`src/rtl/ca_rng_pkg.sv`:
```
package ca_rng_pkg;

   localparam int unsigned CA_MAX_CELLS = 63;

   // Determinant over GF(2) of the tridiagonal step matrix: off-diagonals are
   // one, diagonal entry k is mask[k]. Nonzero means the step is invertible.
   function automatic logic ca_mask_nonsingular(input logic [CA_MAX_CELLS-1:0] mask,
                                                input int unsigned n);
      logic d_km2;
      logic d_km1;
      logic d_k;
      d_km2 = 1'b1;
      d_km1 = mask[0];
      for (int unsigned k = 1; k < CA_MAX_CELLS; k++) begin
         if (k < n) begin
            d_k   = (mask[k] & d_km1) ^ d_km2;
            d_km2 = d_km1;
            d_km1 = d_k;
         end
      end
      return d_km1;
   endfunction

endpackage

```
`src/rtl/ca_rng_seed_sel.sv`:
```
module ca_rng_seed_sel #(
   parameter int unsigned N = 9,
   parameter logic [N-1:0] SEED_DEFAULT = 1
) (
   input  logic [N-1:0] seed_in,
   output logic [N-1:0] seed_safe
);
   always_comb begin
      if (seed_in == '0) seed_safe = SEED_DEFAULT;
      else               seed_safe = seed_in;
   end
endmodule

```
`src/rtl/ca_rng_cells.sv`:
```
module ca_rng_cells #(
   parameter int unsigned N = 9,
   parameter logic [N-1:0] RULE_MASK = '1,
   parameter logic [N-1:0] SEED_DEFAULT = 1
) (
   input  logic         clk,
   input  logic         rst_n,
   input  logic         load,
   input  logic [N-1:0] load_val,
   input  logic         advance,
   output logic [N-1:0] cells
);
   logic [N-1:0] step_val;

   for (genvar i = 0; i < N; i++) begin : g_cell
      logic nb_lo;
      logic nb_hi;
      if (i == 0) begin : g_lo_edge
         assign nb_lo = 1'b0;
      end else begin : g_lo_in
         assign nb_lo = cells[i-1];
      end
      if (i == N-1) begin : g_hi_edge
         assign nb_hi = 1'b0;
      end else begin : g_hi_in
         assign nb_hi = cells[i+1];
      end
      if (RULE_MASK[i]) begin : g_r150
         assign step_val[i] = nb_lo ^ nb_hi ^ cells[i];
      end else begin : g_r90
         assign step_val[i] = nb_lo ^ nb_hi;
      end
   end

   always_ff @(posedge clk or negedge rst_n) begin
      if (!rst_n)       cells <= SEED_DEFAULT;
      else if (load)    cells <= load_val;
      else if (advance) cells <= step_val;
   end
endmodule

```
`src/rtl/ca_rng_windows.sv`:
```
module ca_rng_windows #(
   parameter int unsigned N = 9,
   parameter int unsigned Q = 4
) (
   input  logic [N-1:0]   cells,
   output logic [N*Q-1:0] words
);
   for (genvar s = 0; s < N; s++) begin : g_start
      for (genvar j = 0; j < Q; j++) begin : g_bit
         localparam int unsigned SRC = (s + j) % N;
         assign words[s*Q + j] = cells[SRC];
      end
   end
endmodule

```
`src/rtl/ca_rng_gen.sv`:
```
module ca_rng_gen #(
   parameter int unsigned Q = 4,
   localparam int unsigned N = 2*Q + 1,
   parameter logic [N-1:0] RULE_MASK = '1,
   parameter logic [N-1:0] SEED_DEFAULT = 1
) (
   input  logic           clk,
   input  logic           rst_n,
   input  logic           seed_load,
   input  logic [N-1:0]   seed,
   input  logic           enable,
   output logic [N-1:0]   rnd_bits,
   output logic [N*Q-1:0] rnd_words
);
   localparam logic [ca_rng_pkg::CA_MAX_CELLS-1:0] MASK_WIDE =
      {{(ca_rng_pkg::CA_MAX_CELLS-N){1'b0}}, RULE_MASK};

   if (Q < 2 || N > ca_rng_pkg::CA_MAX_CELLS) begin : g_bad_q
      $error("ca_rng_gen: Q out of range");
   end
   if (SEED_DEFAULT == '0) begin : g_bad_seed
      $error("ca_rng_gen: SEED_DEFAULT must be nonzero");
   end
   if (!ca_rng_pkg::ca_mask_nonsingular(MASK_WIDE, N)) begin : g_bad_mask
      $error("ca_rng_gen: RULE_MASK gives a singular step");
   end

   logic [N-1:0] seed_safe;

   ca_rng_seed_sel #(.N(N), .SEED_DEFAULT(SEED_DEFAULT)) u_seed (
      .seed_in  (seed),
      .seed_safe(seed_safe)
   );

   ca_rng_cells #(.N(N), .RULE_MASK(RULE_MASK), .SEED_DEFAULT(SEED_DEFAULT)) u_cells (
      .clk     (clk),
      .rst_n   (rst_n),
      .load    (seed_load),
      .load_val(seed_safe),
      .advance (enable),
      .cells   (rnd_bits)
   );

   ca_rng_windows #(.N(N), .Q(Q)) u_win (
      .cells(rnd_bits),
      .words(rnd_words)
   );
endmodule

```
`config.mk`:
```
export PLATFORM = sky130hd
export DESIGN_NAME = ca_rng_gen
export DESIGN_NICKNAME = d
export VERILOG_FILES = /design/src/rtl/ca_rng_pkg.sv /design/src/rtl/ca_rng_seed_sel.sv /design/src/rtl/ca_rng_cells.sv /design/src/rtl/ca_rng_windows.sv /design/src/rtl/ca_rng_gen.sv
export SDC_FILE = /design/constraint.sdc
export NUM_CORES = 1
export LEC_CHECK = 0
export ABC_AREA = 1
export BUFFER_PORTS_ARGS = -buffer_cell sky130_fd_sc_hd__buf_2
export CAP_MARGIN = 20
export CORE_UTILIZATION = 46
export DETAILED_ROUTE_END_ITERATION = 6
export PLACE_DENSITY = 0.85
export SLEW_MARGIN = 30
export SYNTH_ARGS = -nofsm -noshare
export SYNTH_HDL_FRONTEND = slang
export SYNTH_HIERARCHICAL = 1
export SYNTH_SLANG_ARGS = --single-unit
```
`constraint.sdc`:
```
create_clock -name clk -period 3.1 [get_ports clk]
set_clock_uncertainty 0.1 [all_clocks]
set_input_delay 0.155 -clock clk [delete_from_list [all_inputs] [get_ports clk]]
set_output_delay 0.155 -clock clk [all_outputs]
set_load 0.03 [all_outputs]
```
# ---- Yosys cells after proc, flatten, opt, wreduce, memory -nomap -nowiden
# Index checks and enable logic that the tools add are counted.
# W data, S select, Z words.
dict set report totals {
  output_inout_bits 45
  wordCells 22
  ff_bits 9
}
dict set report op_classes {
  n_reduce_logical 2
  mux 3
  bitwise 16
}
# op count
set ops {}
lappend ops {{$mux W9} 3}
lappend ops {{$xor A1 B1 Y1} 16}
lappend ops {{$logic_not A9 Y1} 1}
lappend ops {{$reduce_bool A2 Y1} 1}

# ---- Longest topological paths before layout
dict set report logic_depth {
  word_depth 4
  ltp_mapped 7
}

# ---- Hierarchy
# The synthesis kept the hierarchy.
# module area_each_um2 cells_each seq_area_each_um2 instances
set modules_own_cells {}
lappend modules_own_cells {ca_rng_cells 594.3 83 226.5 1}
lappend modules_own_cells {ca_rng_windows 270.3 36 0.0 1}
lappend modules_own_cells {ca_rng_seed_sel 71.3 16 0.0 1}

# ---- Worst setup path after synthesis
# No wires, ideal clock.
dict set report synth_timing {
  kind {register -> register}
  from {register u_cells.cells[2]}
  to {register u_cells.cells[3]}
  path_buffers 0
  setup_time_ps 122
  stages_incl_launch_ff 6
  arrival_time_ps 1024
  slack_ps 1854
  cell_sequence {dfrtp_1 -> inv_1 -> nand2_1 -> nand3_1 -> nand3_1 -> nand2_1}
}
dict set report synth_via {
  elab_chain_len 4
}
# element line_no
set synth_lines {}
lappend synth_lines {{start, declared} ca_rng_cells.sv:11} ;# output logic [N-1:0] cells
lappend synth_lines {{start signal, assigned} ca_rng_cells.sv:37} ;# else if (load) cells <= load_val;
lappend synth_lines {{start signal, assigned} ca_rng_cells.sv:38} ;# else if (advance) cells <= step_val;
lappend synth_lines {{$xor A1 B1 Y1 (2 in a row)} ca_rng_cells.sv:29} ;# assign step_val[i] = nb_lo ^ nb_hi ^ cells[i];
lappend synth_lines {{$mux W9} ca_rng_cells.sv:38}
lappend synth_lines {{$mux W9} ca_rng_cells.sv:37}
# Every way passes these cells. The select of a mux whose other input is x is not followed.
# A chain may end at the register's enable or synchronous reset.

# ---- Worst setup path in the final report
dict set report layout_timing {
  from {register u_cells.cells[0]}
  to {output port rnd_words[30]}
}
# element line_no
set layout_lines {}
lappend layout_lines {{end, declared} ca_rng_gen.sv:13} ;# output logic [N*Q-1:0] rnd_words
# No word-level cell between the ends.

==> flow_summary.json <==
{
  "grt_max_degree": 11,
  "crit_end": "rnd_words[30]",
  "fin_util_pct": 53.68,
  "final_common_cell": "buf_2",
  "dr.first_iter.drc_count": 21,
  "ir_worst_vdd_mv": 0.3304,
  "post_cts_buffers": 0,
  "r2r_start": "u_cells/cells[0]$_DFFE_PN1P_",
  "fillers": 175,
  "p_sw_share_pct": 54.01,
  "vias": 852,
  "crit_buf_inv": 1,
  "hold_viol_final": 0,
  "crit_chain": "buf_2",
  "path_clk_slew_ns": 0.06,
  "cts_buffers": 3,
  "ys_types": 21,
  "drc": 0,
  "tritoncts": "built",
  "fin_crit_ns": 1.312,
  "critPathLaunch": "u_cells/cells[0]$_DFFE_PN1P_",
  "htree_levels": 1,
  "tightest_slew_ns": 0.2751,
  "synthesis.yosys.warnings": 6,
  "netlist.area_leader.share_pct": 28.88,
  "drt-wirelength-per-cell_um": 10.54,
  "worstSetupPathType": "reg -> out",
  "top_register": "u_cells/cells",
  "nets": 166,
  "vias_per_cell": 4.814,
  "syn_nets": 148,
  "yosys.area.top_type": "buf_4",
  "p_leak_nw": 0.5773,
  "dieHeight_um": 47.11,
  "start_kind": "register",
  "rows": 15,
  "fin_crit_sh_pct": 42.33,
  "coreArea_um2": 1821,
  "grt_remaining_overflow": 0,
  "p_comb_share_pct": 57.1,
  "grt_pass1_wl_mm": 2.787,
  "p_int_mw": 0.2772,
  "r2r-end": "u_cells/cells[1]$_DFFE_PN0P_",
  "fmax_mhz": 762.0,
  "ios": 58,
  "die-area_um2": 2219,
  "ys_ff_latch": 9,
  "port_buffers": 57,
  "dpl.hpwl_mm": 1.444,
  "synth-seq-area-share_pct": 24.20,
  "maxCapViolations": 0,
  "regToRegSetupSlack_ns": 1.92,
  "start_util_pct": 51.41,
  "syn-instance-count": 135,
  "pwr-share-clk_pct": 14.9,
  "critPathCaptureType": "primary output",
  "grt_pass1_vias": 657,
  "p_seq_share_pct": 28.0,
  "track_usage_pct": 17.92,
  "clock_sinks": 9,
  "path_delay_family": "flip-flops",
  "worstPathArrival_ns": 1.06,
  "mostFrequentLayoutCells": "57 x buf_2, 29 x nand2_1, 19 x nand3_1",
  "drt-pass1-iter-count": 4,
  "clk_latency_ns": 0.25,
  "worst-path-stages": 1,
  "finalSetupTns_ns": 0,
  "hp-class": "in -> reg",
  "p_sw_mw": 0.3255,
  "routed_wl_mm": 1.866,
  "drive_gt1_share_pct": 44.74,
  "postCtsHoldBufs": 1,
  "slew_headroom_pct": 81.66,
  "area.growth.synth_to_final_pct": 4.412,
  "path_max_fanout": 9,
  "syn-cell-area_um2": 935.9,
  "slew_viol_final": 0,
  "reg2regPathDepth": 5,
  "final_area_um2": 977.2,
  "fin_total_pwr_mw": 0.6028,
  "diodes": 0,
  "max_stage_delay_ns": 0.59,
  "synth_area_leaders": "buf_4 29%, dfrtp_1 21%, nand2_1 12%",
  "antenna_left": 0,
  "status": "finished clean",
  "holdPathStages": 3,
  "ctsResizeCount": 0,
  "dpl-instance-area_um2": 940.9,
  "finalSetupViolations": 0,
  "powerDensity_nw_per_um2": 616.8,
  "antenna_found_initial": 0,
  "top_regs": "u_cells/cells (9)",
  "root_buffer": "clkbuf_4",
  "crit_slowest_cell": "dfstp_2",
  "gp_congestion": 0.7907,
  "die_w_um": 47.11,
  "largest_register_ffs": 9,
  "clockBufferDepth": 2,
  "rsz0062_at_grt": "no",
  "crit_required_ns": 2.84,
  "syn-mean-instance-area_um2": 6.933
}
## metal layers
metal | vias up | track usage [%] | wire [um]
met4 | 0 | 6.857 | 10
met2 | 34 | 27.50 | 928
met5 | - | 0 | 0
met3 | 2 | 3.462 | 111
li1 | 423 | - | -
met1 | 393 | 24.88 | 815
## cells in the mapped netlist (all sizes together)
master / instances
inv: 12
buf: 37
o21bai: 1
dfstp: 1
a21oi: 1
o21ai: 1
nand3b: 1
clkbuf: 8
a22oi: 8
dfrtp: 8
nor2: 6
nand3: 20
nand2: 30
xnor2: 1
## final cells by class
class | count | area, um^2 | area share, %
clock buffers | 4 | 26.28 | 2.689
inverters | 12 | 47.55 | 4.866
multi-input cells | 69 | 350.3 | 35.85
flip-flops and latches | 9 | 226.5 | 23.18
well taps | 25 | 31.28 | 3.201
repair buffers | 58 | 295.3 | 30.22
## worst min-delay path by stage
| stage | start | slack [ns] | to |
|---|---|---|---|
| global placement | rst_n | -0.08 | u_cells/cells[3]$_DFFE_PN0P_ |
| floorplan | rst_n | -0.24 | u_cells/cells[1]$_DFFE_PN0P_ |
| finish | seed[4] | 0.06 | u_cells/cells[4]$_DFFE_PN0P_ |
| detailed placement | rst_n | -0.08 | u_cells/cells[3]$_DFFE_PN0P_ |
| global route | seed[6] | 0.06 | u_cells/cells[6]$_DFFE_PN0P_ |
| CTS | seed[5] | 0.06 | u_cells/cells[5]$_DFFE_PN0P_ |
## logic make-up (layout without fill, tap and decap cells)
logic type      count (synthesis)  in the layout  share of synthesized area (%)
buf+inv                        57             74                          38.37
xor+xnor                        1              1                         0.9360
simple gates                   57             57                          27.81
compound gates                 11             11                          8.689
flops                           9              9                          24.20
## per-stage QoR
step                worst slack (ns)  hold WS [ns]  std cells
floorplan                      1.854       -0.2406        135
finish                         1.788       0.06273        177
global placement               2.006      -0.08017        172
global route                   1.730       0.06244        177
detailed placement             1.949      -0.07545        172
CTS                            1.780       0.05644        177
## power by group through the flow
stage                     logic (mW)  registers [mW]  clock network (mW)
final                          0.344           0.169              0.0901
after global routing           0.369           0.176               0.101
after CTS                      0.344           0.169              0.0942
after detailed placement       0.343           0.171                   0
after global placement         0.339           0.169                   0
after floorplan                0.304           0.201                   0
Note: power is estimated with default switching activity, not from simulation.
